$ cat config.mk
export PLATFORM = sky130hd
export DESIGN_NAME = page_prog_seq
export DESIGN_NICKNAME = d
export VERILOG_FILES = /design/src/rtl/pws_pkg.sv /design/src/rtl/pws_datapath.sv /design/src/rtl/pws_control.sv /design/src/rtl/page_prog_seq.sv
export SDC_FILE = /design/constraint.sdc
export NUM_CORES = 1
export LEC_CHECK = 0
export ABC_CLOCK_PERIOD_IN_PS = 11800
export BUFFER_PORTS_ARGS = -buffer_cell sky130_fd_sc_hd__buf_2
export CELL_PAD_IN_SITES_DETAIL_PLACEMENT = 1
export CELL_PAD_IN_SITES_GLOBAL_PLACEMENT = 1
export CORE_ASPECT_RATIO = 1.4
export CORE_MARGIN = 2
export CORE_UTILIZATION = 57
export DETAILED_ROUTE_END_ITERATION = 6
export PLACE_DENSITY_LB_ADDON = 0.1
export SYNTH_ARGS = -nofsm -noshare
export SYNTH_HDL_FRONTEND = slang
export SYNTH_HIERARCHICAL = 1
export SYNTH_SLANG_ARGS = --single-unit
$ cat constraint.sdc
create_clock -name clk -period 11.8 [get_ports clk]
set_clock_uncertainty 0.1 [all_clocks]
set_input_delay 1.77 -clock clk [delete_from_list [all_inputs] [get_ports clk]]
set_output_delay 1.77 -clock clk [all_outputs]
set_load 0.05 [all_outputs]
$ cat src/rtl/pws_pkg.sv
package pws_pkg;
  localparam int WORD_BYTES = 4;
  localparam int DATA_W = 8 * WORD_BYTES;
  localparam int ECC_W = 6;
  localparam int CODE_W = DATA_W + ECC_W;

  typedef struct packed {
    logic startLoad;
    logic byteStore;
    logic wordReset;
    logic wordAdvance;
  } pwsStrobe_t;

  // Hamming position code of data bit j: skip 1, 2 and all powers of two.
  function automatic logic [ECC_W-1:0] posCode(input int j);
    logic [ECC_W-1:0] r;
    int seen;
    r = '0;
    seen = 0;
    for (int p = 3; p < 64; p++) begin
      if ((p & (p - 1)) != 0) begin
        if (seen == j) r = ECC_W'(p);
        seen++;
      end
    end
    return r;
  endfunction

  function automatic logic [ECC_W-1:0] eccGen(input logic [DATA_W-1:0] d);
    logic [ECC_W-1:0] e;
    logic [ECC_W-1:0] pc;
    e = '0;
    for (int j = 0; j < DATA_W; j++) begin
      pc = posCode(j);
      for (int k = 0; k < ECC_W; k++) begin
        if (pc[k]) e[k] = e[k] ^ d[j];
      end
    end
    return e;
  endfunction

  function automatic logic [DATA_W-1:0] fixData(input logic [DATA_W-1:0] d,
                                                input logic [ECC_W-1:0] e);
    logic [ECC_W-1:0] syn;
    logic [DATA_W-1:0] r;
    syn = e ^ eccGen(d);
    r = d;
    for (int j = 0; j < DATA_W; j++) begin
      if (syn != '0 && posCode(j) == syn) r[j] = ~d[j];
    end
    return r;
  endfunction
endpackage

$ cat src/rtl/pws_datapath.sv
module pws_datapath
  import pws_pkg::*;
#(
  parameter int ADDR_W = 15,
  parameter int PAGE_BYTES = 64
) (
  input  logic                  clk,
  input  logic                  rstN,
  input  pwsStrobe_t            st,
  input  logic [ADDR_W-1:0]     startAddr,
  input  logic [7:0]            byteData,
  input  logic [CODE_W-1:0]     memRdWord,
  output logic                  anyValid,
  output logic                  wordHasValid,
  output logic                  lastWord,
  output logic [ADDR_W-3:0]     memWordAddr,
  output logic [CODE_W-1:0]     memWrWord
);
  localparam int OFF_W = $clog2(PAGE_BYTES);
  localparam int PAGE_W = ADDR_W - OFF_W;
  localparam int WORDS = PAGE_BYTES / WORD_BYTES;
  localparam int WIDX_W = $clog2(WORDS);
  localparam int LANE_W = $clog2(WORD_BYTES);

  logic [7:0]            pageBuf [PAGE_BYTES];
  logic [PAGE_BYTES-1:0] validMask;
  logic [PAGE_W-1:0]     pageNum;
  logic [OFF_W-1:0]      offset;
  logic [WIDX_W-1:0]     wordIdx;

  // Byte buffer holds data only; its validity lives in validMask.
  always_ff @(posedge clk) begin
    if (st.byteStore) pageBuf[offset] <= byteData;
  end

  always_ff @(posedge clk) begin
    if (!rstN) begin
      validMask <= '0;
      pageNum   <= '0;
      offset    <= '0;
    end else if (st.startLoad) begin
      validMask <= '0;
      pageNum   <= startAddr[ADDR_W-1:OFF_W];
      offset    <= startAddr[OFF_W-1:0];
    end else if (st.byteStore) begin
      validMask[offset] <= 1'b1;
      offset            <= offset + 1'b1;  // wraps inside the page
    end
  end

  always_ff @(posedge clk) begin
    if (!rstN)               wordIdx <= '0;
    else if (st.wordReset)   wordIdx <= '0;
    else if (st.wordAdvance) wordIdx <= wordIdx + 1'b1;
  end

  assign anyValid     = |validMask;
  assign wordHasValid = |validMask[{wordIdx, {LANE_W{1'b0}}} +: WORD_BYTES];
  assign lastWord     = (wordIdx == WIDX_W'(WORDS - 1));
  assign memWordAddr  = {pageNum, wordIdx};

  logic [DATA_W-1:0] fixedData;
  logic [DATA_W-1:0] mergedData;

  always_comb begin
    logic [OFF_W-1:0] laneOff;
    fixedData = fixData(memRdWord[DATA_W-1:0], memRdWord[CODE_W-1:DATA_W]);
    mergedData = fixedData;
    for (int b = 0; b < WORD_BYTES; b++) begin
      laneOff = {wordIdx, LANE_W'(b)};
      if (validMask[laneOff]) mergedData[8*b +: 8] = pageBuf[laneOff];
    end
  end

  assign memWrWord = {eccGen(mergedData), mergedData};

  // with no load strobe the collected mask is frozen.
  p_mask_hold_r10: assert property (@(posedge clk) disable iff (!rstN)
    (!st.byteStore && !st.startLoad) |=> $stable(validMask));

  // loading bytes never moves to another page.
  p_page_fixed_r2: assert property (@(posedge clk) disable iff (!rstN)
    (st.byteStore && !st.startLoad) |=> $stable(pageNum));
endmodule

$ cat src/rtl/pws_control.sv
module pws_control
  import pws_pkg::*;
#(
  parameter int PROG_TICKS = 50000
) (
  input  logic       clk,
  input  logic       rstN,
  input  logic       startValid,
  input  logic       byteValid,
  input  logic       csRise,
  input  logic       bitResidue,
  input  logic       allow,
  input  logic       anyValid,
  input  logic       wordHasValid,
  input  logic       lastWord,
  output pwsStrobe_t st,
  output logic       busy,
  output logic       memRd,
  output logic       memWe,
  output logic       welClr
);
  localparam int CNT_W = $clog2(PROG_TICKS + 1);

  typedef enum logic [1:0] {C_IDLE, C_SCAN, C_WRITE, C_HOLD} cState_t;

  cState_t          state, nextState;
  logic [CNT_W-1:0] cnt;
  logic             armed;
  logic             commitOk;

  assign busy     = (state != C_IDLE);
  assign commitOk = csRise && armed && anyValid && allow && !bitResidue;

  always_comb begin
    st        = '0;
    memRd     = 1'b0;
    memWe     = 1'b0;
    nextState = state;
    unique case (state)
      C_IDLE: begin
        if (csRise) begin
          if (commitOk) begin
            nextState    = C_SCAN;
            st.wordReset = 1'b1;
          end
        end else begin
          st.startLoad = startValid;
          st.byteStore = byteValid && armed && !startValid;
        end
      end
      C_SCAN: begin
        if (wordHasValid) begin
          memRd     = 1'b1;
          nextState = C_WRITE;
        end else if (lastWord) begin
          nextState = C_HOLD;
        end else begin
          st.wordAdvance = 1'b1;
        end
      end
      C_WRITE: begin
        memWe = 1'b1;
        if (lastWord) nextState = C_HOLD;
        else begin
          st.wordAdvance = 1'b1;
          nextState      = C_SCAN;
        end
      end
      C_HOLD: begin
        if (cnt == '0) nextState = C_IDLE;
      end
      default: nextState = C_IDLE;
    endcase
  end

  always_ff @(posedge clk) begin
    if (!rstN) begin
      state  <= C_IDLE;
      cnt    <= '0;
      armed  <= 1'b0;
      welClr <= 1'b0;
    end else begin
      state  <= nextState;
      welClr <= (state == C_HOLD) && (cnt == '0);
      if (state == C_IDLE) begin
        if (csRise)          armed <= 1'b0;
        else if (startValid) armed <= 1'b1;
        if (commitOk) cnt <= CNT_W'(PROG_TICKS - 1);
      end else if (cnt != '0) begin
        cnt <= cnt - 1'b1;
      end
    end
  end

  // a program cycle opens only on a qualified commit.
  p_busy_entry_r3: assert property (@(posedge clk) disable iff (!rstN)
    $rose(busy) |-> $past(csRise && allow && !bitResidue && anyValid));

  // latch-clear pulse follows the end of busy.
  p_welclr_r11: assert property (@(posedge clk) disable iff (!rstN)
    welClr |-> (!busy && $past(busy)));

  // the array is untouched outside a program cycle.
  p_idle_quiet_r5: assert property (@(posedge clk) disable iff (!rstN)
    !busy |-> !(memRd || memWe));
endmodule

$ cat src/rtl/page_prog_seq.sv
module page_prog_seq
  import pws_pkg::*;
#(
  parameter int ADDR_W = 15,
  parameter int PAGE_BYTES = 64,
  parameter int PROG_TICKS = 50000
) (
  input  logic              clk,
  input  logic              rstN,
  input  logic              startValid,
  input  logic [ADDR_W-1:0] startAddr,
  input  logic              byteValid,
  input  logic [7:0]        byteData,
  input  logic              csRise,
  input  logic              bitResidue,
  input  logic              allow,
  output logic              busy,
  output logic              welClr,
  output logic              memRd,
  output logic              memWe,
  output logic [ADDR_W-3:0] memWordAddr,
  output logic [37:0]       memWrWord,
  input  logic [37:0]       memRdWord
);
  pwsStrobe_t st;
  logic anyValid, wordHasValid, lastWord;

  pws_control #(.PROG_TICKS(PROG_TICKS)) u_ctrl (
    .clk(clk), .rstN(rstN), .startValid(startValid), .byteValid(byteValid),
    .csRise(csRise), .bitResidue(bitResidue), .allow(allow),
    .anyValid(anyValid), .wordHasValid(wordHasValid), .lastWord(lastWord),
    .st(st), .busy(busy), .memRd(memRd), .memWe(memWe), .welClr(welClr)
  );

  pws_datapath #(.ADDR_W(ADDR_W), .PAGE_BYTES(PAGE_BYTES)) u_dp (
    .clk(clk), .rstN(rstN), .st(st), .startAddr(startAddr), .byteData(byteData),
    .memRdWord(memRdWord), .anyValid(anyValid), .wordHasValid(wordHasValid),
    .lastWord(lastWord), .memWordAddr(memWordAddr), .memWrWord(memWrWord)
  );

  // every write is the second half of a read-modify-write.
  p_wr_after_rd_r5: assert property (@(posedge clk) disable iff (!rstN)
    memWe |-> $past(memRd));

  // the written word is the one that was read.
  p_addr_hold_r6: assert property (@(posedge clk) disable iff (!rstN)
    memWe |-> $stable(memWordAddr));
endmodule

==> flow_metrics.py, run 1 <==
metrics = {
    "synth": {
        "synth_cell_types": 69,
        "ys.flop_type": "edfxtp_1",
        "synth-seq-area-share": 0.658,
        "ys_seq_elements": 619,
        "syn_area_um2": 26600,
        "yosys_warnings": 6,
        "syn_nets": 1609,
        "synth_edf_count": 512,
        "syn_area_per_cell_um2": 17.3,
        "syn_inst": 1534,
        "async_reset_ff_frac": 0,
    },
    "power_and_ir_drop": {
        "ir_worst_vdd_mv": 0.510,
        "power.leakage_uw": 0.00941,
        "power_density_nw_per_um2": 182,
        "finalPower_uw": 5380,
    },
    "cells_and_area": {
        "fillerInstances": 4058,
        "final_cells": 2310,
        "syn2layout_area_growth_pct": 11.4,
        "drive_above_1_share": 0.268,
        "fin_nets": 1722,
    },
    "status": {
        "status": "finished clean",
    },
    "floorplan": {
        "core_um2": 46100,
        "die_height_um": 260,
        "ios": 123,
        "die_area_um2": 48400,
        "chipWidth_um": 187,
        "start_util": 0.577,
        "num_rows": 93,
    },
    "drt": {
        "vias": 14761,
        "drc": 0,
        "post_drt_wl_per_cell_um": 29.2,
        "totalWireLength_um": 67500,
        "drt-met1-wl_um": 25500,
        "highest_layer": "met5",
        "drt-initial-drc-count": 1228,
        "avgViaCountPerCell": 6.39,
        "wl_met3_um": 3640,
        "wl_met2_um": 35500,
        "final_antenna_net_count": 0,
        "drt_pre_antenna_iters": 5,
    },
    "worst_setup_path": {
        "crit_path_start_kind": "input port",
        "required_ns": 9.93,
        "cp_max_fo": 12,
        "worstPathArrival_ns": 5.95,
        "cp-end-kind": "output port",
        "path_class": "in2out",
    },
    "clock_tree": {
        "ctsHoldBuffers": 0,
        "postCtsSetupBuffers": 0,
        "cts_max_path_buffers": 3,
        "clkSlewWorstSetupHoldPaths_ns": 0.06,
        "cts_sinks": 619,
        "cts_htree_levels": 2,
        "cts_root_buffer": "clkbuf_16",
        "cts_made_buffers": 54,
        "post_cts_resized": 0,
        "cts_tree": "built",
        "clk_latency_ns": 0.60,
    },
    "global_route": {
        "grt_usage": 0.284,
        "grt_pass1_vias": 15679,
        "grt_max_degree": 115,
        "grt_pass1_wl_um": 101000,
        "antenna_found_initial": 3,
        "gr-total-overflow": 0,
    },
    "sta": {
        "hold_viol_final": 0,
        "rsz0062_at_grt": "no",
        "period_share": 0.663,
        "slew_headroom": 0.114,
        "setup_viol": 0,
        "final_max_slew_viol_count": 0,
        "fmax_ghz": 0.128,
        "worst_slew_pin_slew_ns": 1.32,
        "whs_ns": 0.402,
        "period_needed_ns": 7.82,
        "tns_ns": 0,
        "finalWorstSetupSlack_ns": 3.98,
    },
    "placed_design": {
        "place_inst": 2208,
        "dp_hpwl_um": 45300,
        "gp_congestion": 0.877,
        "portBuffers": 122,
        "dp_slack_ns": 4.01,
    },
    "job": {
        "maxCapViolations": 0,
    },
    "worst_hold_path": {
        "hold_path_class": "reg2reg",
    },
}
==> area by class of cell <==
class                   count  area [um2]  area share
diodes                      1        2.50   0.0000844
clock buffers              71        1500      0.0505
clock inverters            30         319      0.0108
inverters                  24        90.1     0.00304
multi-input cells         811        8690       0.293
flip-flops and latches    619       17500       0.591
well taps                 617         772      0.0260
repair buffers            137         736      0.0248
==> per-layer routing <==
layer | GRT usage | vias up
met5 | 0 | -
met4 | 0.123 | 4
met3 | 0.0489 | 125
met2 | 0.501 | 484
met1 | 0.347 | 7851
li1 | - | 6297
==> sequential cells by signal, summed over array words and instances (netlist names), named ones only <==
signal,count
u_dp/validMask,64
u_dp/pageNum,9
u_dp/offset,6
u_dp/wordIdx,4
u_dp/pageBuf,512
u_ctrl/welClr,1
u_ctrl/armed,1
u_ctrl/cnt,16
u_ctrl/state,2
==> kinds of logic after synthesis <==
group / count (synthesis) / share of synthesized area
AOI/OAI and AO/OA: 180 / 0.0517
buffers and inverters: 104 / 0.0162
and+or+nand+nor: 250 / 0.0481
muxes: 221 / 0.160
xor gates and xnor gates: 153 / 0.0623
DFF: 619 / 0.658
adders and majority gates: 7 / 0.00329
==> cells in the mapped netlist (5+ instances only) <==
library cell    n  area share
xnor2_2         9      0.0055
xnor3_1        14       0.012
mux2_2         17      0.0072
nor2b_1        13      0.0031
nor2_1         92       0.013
nor4_1         21      0.0049
xor2_1         37       0.012
o21ai_2         6      0.0020
inv_1          24      0.0034
o21a_1         69       0.019
mux4_2        162        0.14
and3_1          5      0.0012
dfxtp_1       107       0.081
or4_1           7      0.0020
o211ai_1       13      0.0037
clkbuf_1       45      0.0063
edfxtp_1      512        0.58
nand4_1        10      0.0024
and2_1          6      0.0014
buf_1           8      0.0011
nand2_1        44      0.0062
o21ai_1        13      0.0024
o31ai_1         6      0.0017
nand2b_1        5      0.0012
a21oi_1        17      0.0032
o21ai_0         8      0.0015
xnor2_1        88       0.029
buf_2          26      0.0049
mux2i_1        42       0.016
ha_1            7      0.0033
nor3_1         12      0.0023
o2111ai_1      21      0.0069
nand3_1         9      0.0017
==> placed cells by master, fill, tap and decap left out, drive strengths merged, types with 13 or more instances in the layout <==
cell / Yosys / layout
xnor3: 15 / 15
mux2i: 42 / 42
buf: 35 / 137
o21ai: 27 / 27
nand2: 44 / 44
o211ai: 13 / 13
nor3: 17 / 17
nor2b: 13 / 13
xnor2: 98 / 98
a21oi: 17 / 17
dfxtp: 107 / 107
xor2: 40 / 40
inv: 24 / 26
clkinv: 0 / 21
o21a: 69 / 69
nor2: 92 / 92
edfxtp: 512 / 512
clkbuf: 45 / 71
mux2: 17 / 17
nor4: 21 / 21
o2111ai: 23 / 23
mux4: 162 / 162
==> worst max-delay path, cell delays in order <==
cell and delay (ns):
buf_2 0.13, xnor2_1 0.23, xnor3_1 0.51, xnor3_1 0.46
nor2_1 0.75, o2111ai_1 0.25, xnor2_1 0.19, mux2_2 0.29
xor2_1 0.25, xnor2_1 0.20, xnor3_1 0.46, xnor2_1 0.17
buf_2 0.29
==> path summary, 6_finish.rpt <==
| path | start | endpoint | slack [ns] | cells after the start |
|---|---|---|---|---|
| setup / recovery | memRdWord[15] | memWrWord[34] | 3.98 | 13 |
| hold / removal | u_ctrl/cnt[13]$_SDFFE_PN0P_ | u_ctrl/cnt[13]$_SDFFE_PN0P_ | 0.40 | 2 |
| setup reg to reg | u_ctrl/state[1]$_SDFFE_PN0P_ | u_dp/pageBuf[31][7]$_DFFE_PP_ | 7.55 | 6 |
| hold reg to reg | u_ctrl/cnt[13]$_SDFFE_PN0P_ | u_ctrl/cnt[13]$_SDFFE_PN0P_ | 0.40 | 2 |
==> power by group <==
part / internal (uW) / switching (uW) / leakage, uW
Sequential: 2370 / 9.14 / 0.00547
Combinational: 369 / 831 / 0.00305
Clock: 1030 / 774 / 0.000894
Total: 3760 / 1610 / 0.00941
==> through the flow <==
step	cell area [um2]	utilization
after floorplan	26600	-
after global placement	27800	0.604
after detailed placement	27800	0.604
after CTS	29600	0.643
after global routing	29600	0.643
final	29600	0.643
No activity file was read; power rests on OpenSTA's default activity.
==> run 2: changes to the inputs <==
--- a/config.mk
+++ b/config.mk
@@ -5,13 +5,14 @@
 export SDC_FILE = /design/constraint.sdc
 export NUM_CORES = 1
 export LEC_CHECK = 0
-export ABC_CLOCK_PERIOD_IN_PS = 11800
+export ABC_AREA = 1
+export ABC_CLOCK_PERIOD_IN_PS = 7840
 export BUFFER_PORTS_ARGS = -buffer_cell sky130_fd_sc_hd__buf_2
 export CELL_PAD_IN_SITES_DETAIL_PLACEMENT = 1
 export CELL_PAD_IN_SITES_GLOBAL_PLACEMENT = 1
 export CORE_ASPECT_RATIO = 1.4
 export CORE_MARGIN = 2
-export CORE_UTILIZATION = 57
+export CORE_UTILIZATION = 49
 export DETAILED_ROUTE_END_ITERATION = 6
 export PLACE_DENSITY_LB_ADDON = 0.1
 export SYNTH_ARGS = -nofsm -noshare
==> constraint.sdc (replaced) <==
create_clock -name clk -period 7.84 [get_ports clk]
set_clock_uncertainty 0.1 [all_clocks]
set_input_delay 1.176 -clock clk [delete_from_list [all_inputs] [get_ports clk]]
set_output_delay 1.176 -clock clk [all_outputs]
set_load 0.05 [all_outputs]
==> run 2 against run 1 <==
  * Wire length increased by 40%
  * Combinational power down 18%
  * Synthesized cell count rose by 94%
  * Flip-flop and latch count stayed put
  * Non-clock buffer count grew 10
  * Global-route usage rose by 2.1 points
  * Design area rose by 9.0%
  * Power grew 33%
  * Critical path depth grew 14
  * Synthesized area up 11%
  * Critical endpoint is now memWrWord[33]
==> flow_metrics.py, run 2 <==
metrics = {
    "global_route": {
        "grt_pass1_wl_um": 141000,
        "gr-total-overflow": 0,
        "grt_usage": 0.305,
        "antenna_found_initial": 0,
        "grt_max_degree": 137,
        "grt_pass1_vias": 23267,
    },
    "cells_and_area": {
        "antenna_cells": 0,
        "syn2layout_area_growth_pct": 9.57,
        "final_area_um2": 32300,
        "largest_reg_flops": 512,
        "fillerInstances": 6547,
        "largest-register": "u_dp/pageBuf",
        "drive_above_1_share": 0.111,
        "layout_commonest_cell": "edfxtp_1",
        "mostFrequentLayoutCells": "edfxtp_1, nand2_1, nor2_1",
        "reg_top3": "u_dp/pageBuf x512, u_dp/validMask x64, u_ctrl/cnt x16",
        "fin_nets": 3118,
    },
    "drt": {
        "final_antenna_net_count": 0,
        "post_drt_wl_per_cell_um": 24.6,
        "avgViaCountPerCell": 5.80,
        "vias": 22296,
        "drc": 0,
        "drt-initial-drc-count": 1731,
        "drt_pre_antenna_iters": 5,
        "totalWireLength_um": 94600,
    },
    "sta": {
        "setup_viol": 0,
        "final_max_slew_viol_count": 0,
        "worst_slew_pin_slew_ns": 1.18,
        "tns_ns": 0,
        "period_share": 0.826,
        "period_needed_ns": 6.47,
        "fmax_ghz": 0.154,
        "hold_viol_final": 0,
        "slew_headroom": 0.209,
        "rsz0062_at_grt": "no",
        "finalWorstSetupSlack_ns": 1.37,
    },
    "power_and_ir_drop": {
        "power.leakage_uw": 0.0119,
        "power_density_nw_per_um2": 221,
        "ir_worst_vdd_mv": 0.159,
    },
    "clock_tree": {
        "post_cts_resized": 0,
        "cts_htree_levels": 2,
        "cts_sinks": 619,
        "clkSlewWorstSetupHoldPaths_ns": 0.07,
        "cts_root_buffer": "clkbuf_16",
        "clk_latency_ns": 0.59,
        "cts_max_path_buffers": 3,
        "postCtsSetupBuffers": 0,
        "cts_made_buffers": 55,
        "ctsHoldBuffers": 0,
        "cts_tree": "built",
    },
    "floorplan": {
        "core_um2": 59500,
        "start_util": 0.495,
        "ios": 123,
        "die_height_um": 294,
        "chipWidth_um": 211,
        "die_area_um2": 62200,
        "num_rows": 106,
    },
    "worst_setup_path": {
        "cp-startpoint": "memRdWord[17]",
        "r2r_slack_ns": 3.14,
        "required_ns": 6.56,
        "cp_max_fo": 10,
        "crit_path_start_kind": "input port",
        "rr_startpoint": "u_dp/wordIdx[1]$_SDFFE_PP0P_",
        "cp-end-kind": "output port",
        "worstPathArrival_ns": 5.20,
        "path_class": "in2out",
    },
    "synth": {
        "yosysMostFrequentCell": "edfxtp_1",
        "synthTopCellsByCount": "edfxtp_1, nand2_1, nor2_1",
        "synth_cell_types": 52,
        "synth-seq-area-share": 0.594,
        "synth_edf_count": 512,
        "synth_area_leaders": "edfxtp_1, dfxtp_1, nand2_1, o21ai_0, mux2i_1",
        "syn_inst": 2976,
        "ys.flop_type": "edfxtp_1",
        "yosys_warnings": 6,
        "yosysTopAreaCellShare": 0.522,
        "async_reset_ff_frac": 0,
        "post-synth-top-area-cell": "edfxtp_1",
        "ys_seq_elements": 619,
        "syn_nets": 3051,
        "syn_area_per_cell_um2": 9.90,
        "syn_area_um2": 29500,
    },
    "placed_design": {
        "dp_slack_ns": 1.59,
        "gp_congestion": 0.998,
        "dp_hpwl_um": 64900,
        "portBuffers": 122,
        "dpl_cell_area_um2": 30600,
    },
    "status": {
        "status": "finished clean",
    },
    "worst_hold_path": {
        "hold_path_class": "reg2reg",
        "min_from": "u_ctrl/cnt[1]$_SDFFE_PN0P_",
    },
    "job": {
        "maxCapViolations": 0,
    },
}
[run 2: worst paths after layout]
path | endpoint | depth (start not counted)
min | u_ctrl/cnt[1]$_SDFFE_PN0P_ | 2
max reg2reg | register | 15
min reg2reg | u_ctrl/cnt[1]$_SDFFE_PN0P_ | 2
max | memWrWord[33] | 27
[run 2: area by class of cell]
class,instances,area (um2),area share
Clock buffer,75,1500,0.0465
Clock inverter,26,191,0.00593
Inverter,326,1230,0.0380
Multi-Input combinational cell,1894,10100,0.312
Sequential cell,619,17500,0.543
Tap cell,756,946,0.0293
Timing Repair Buffer,147,823,0.0255
[run 2: stage by stage]
| step | std cells | util | hold WS (ns) | total power, uW |
|---|---|---|---|---|
| after global routing | 3843 | 0.542 | 0.430 | 7360 |
| after floorplan | 2976 | - | 0.352 | 4320 |
| after global placement | 3742 | 0.514 | 0.370 | 4590 |
| after detailed placement | 3742 | 0.514 | 0.384 | 4610 |
| after CTS | 3843 | 0.542 | 0.394 | 7170 |
| final | 3843 | 0.542 | 0.390 | 7130 |
[run 2: power breakdown]
part           internal [uW]  switching, uW
sequential              3560           5.94
clock                   1410           1180
combinational            228            751
total                   5200           1930
[run 2: metal layers]
layer  track usage  wire (um)  up-vias
met2         0.554      49100      721
met1         0.350      35500    11101
met5             0          0        -
li1              -          -    10274
met3        0.0321       4510      200
met4         0.164       5480        0
[run 2: cell families after synthesis]
| family | after synthesis | share of synthesized area |
|---|---|---|
| AND/OR/NAND/NOR | 1102 | 0.161 |
| flip-flops | 619 | 0.594 |
| AO/OA/AOI/OAI | 581 | 0.109 |
| buffers and inverters | 463 | 0.0638 |
| multiplexers | 132 | 0.0450 |
| XOR/XNOR | 72 | 0.0239 |
| adder cells (fa/ha/maj) | 7 | 0.00297 |
[run 2: worst max-delay path, cell delays in order]
cell	delay [ns]
buf_2	0.17
xnor2_1	0.38
inv_1	0.15
nand2_1	0.11
nand2_1	0.08
inv_1	0.06
nand2_1	0.08
nand2_1	0.07
nand2_1	0.06
nand2_2	0.15
inv_1	0.09
nor2_2	0.51
nand3_1	0.16
nand2_1	0.13
nand3_1	0.42
nand2_2	0.29
clkinv_2	0.11
nand2_1	0.08
nand2_1	0.11
nand2_1	0.11
nand2_1	0.10
nand2_1	0.10
nand3b_1	0.08
nand2_1	0.07
nand2_1	0.05
nand2_1	0.05
buf_2	0.25
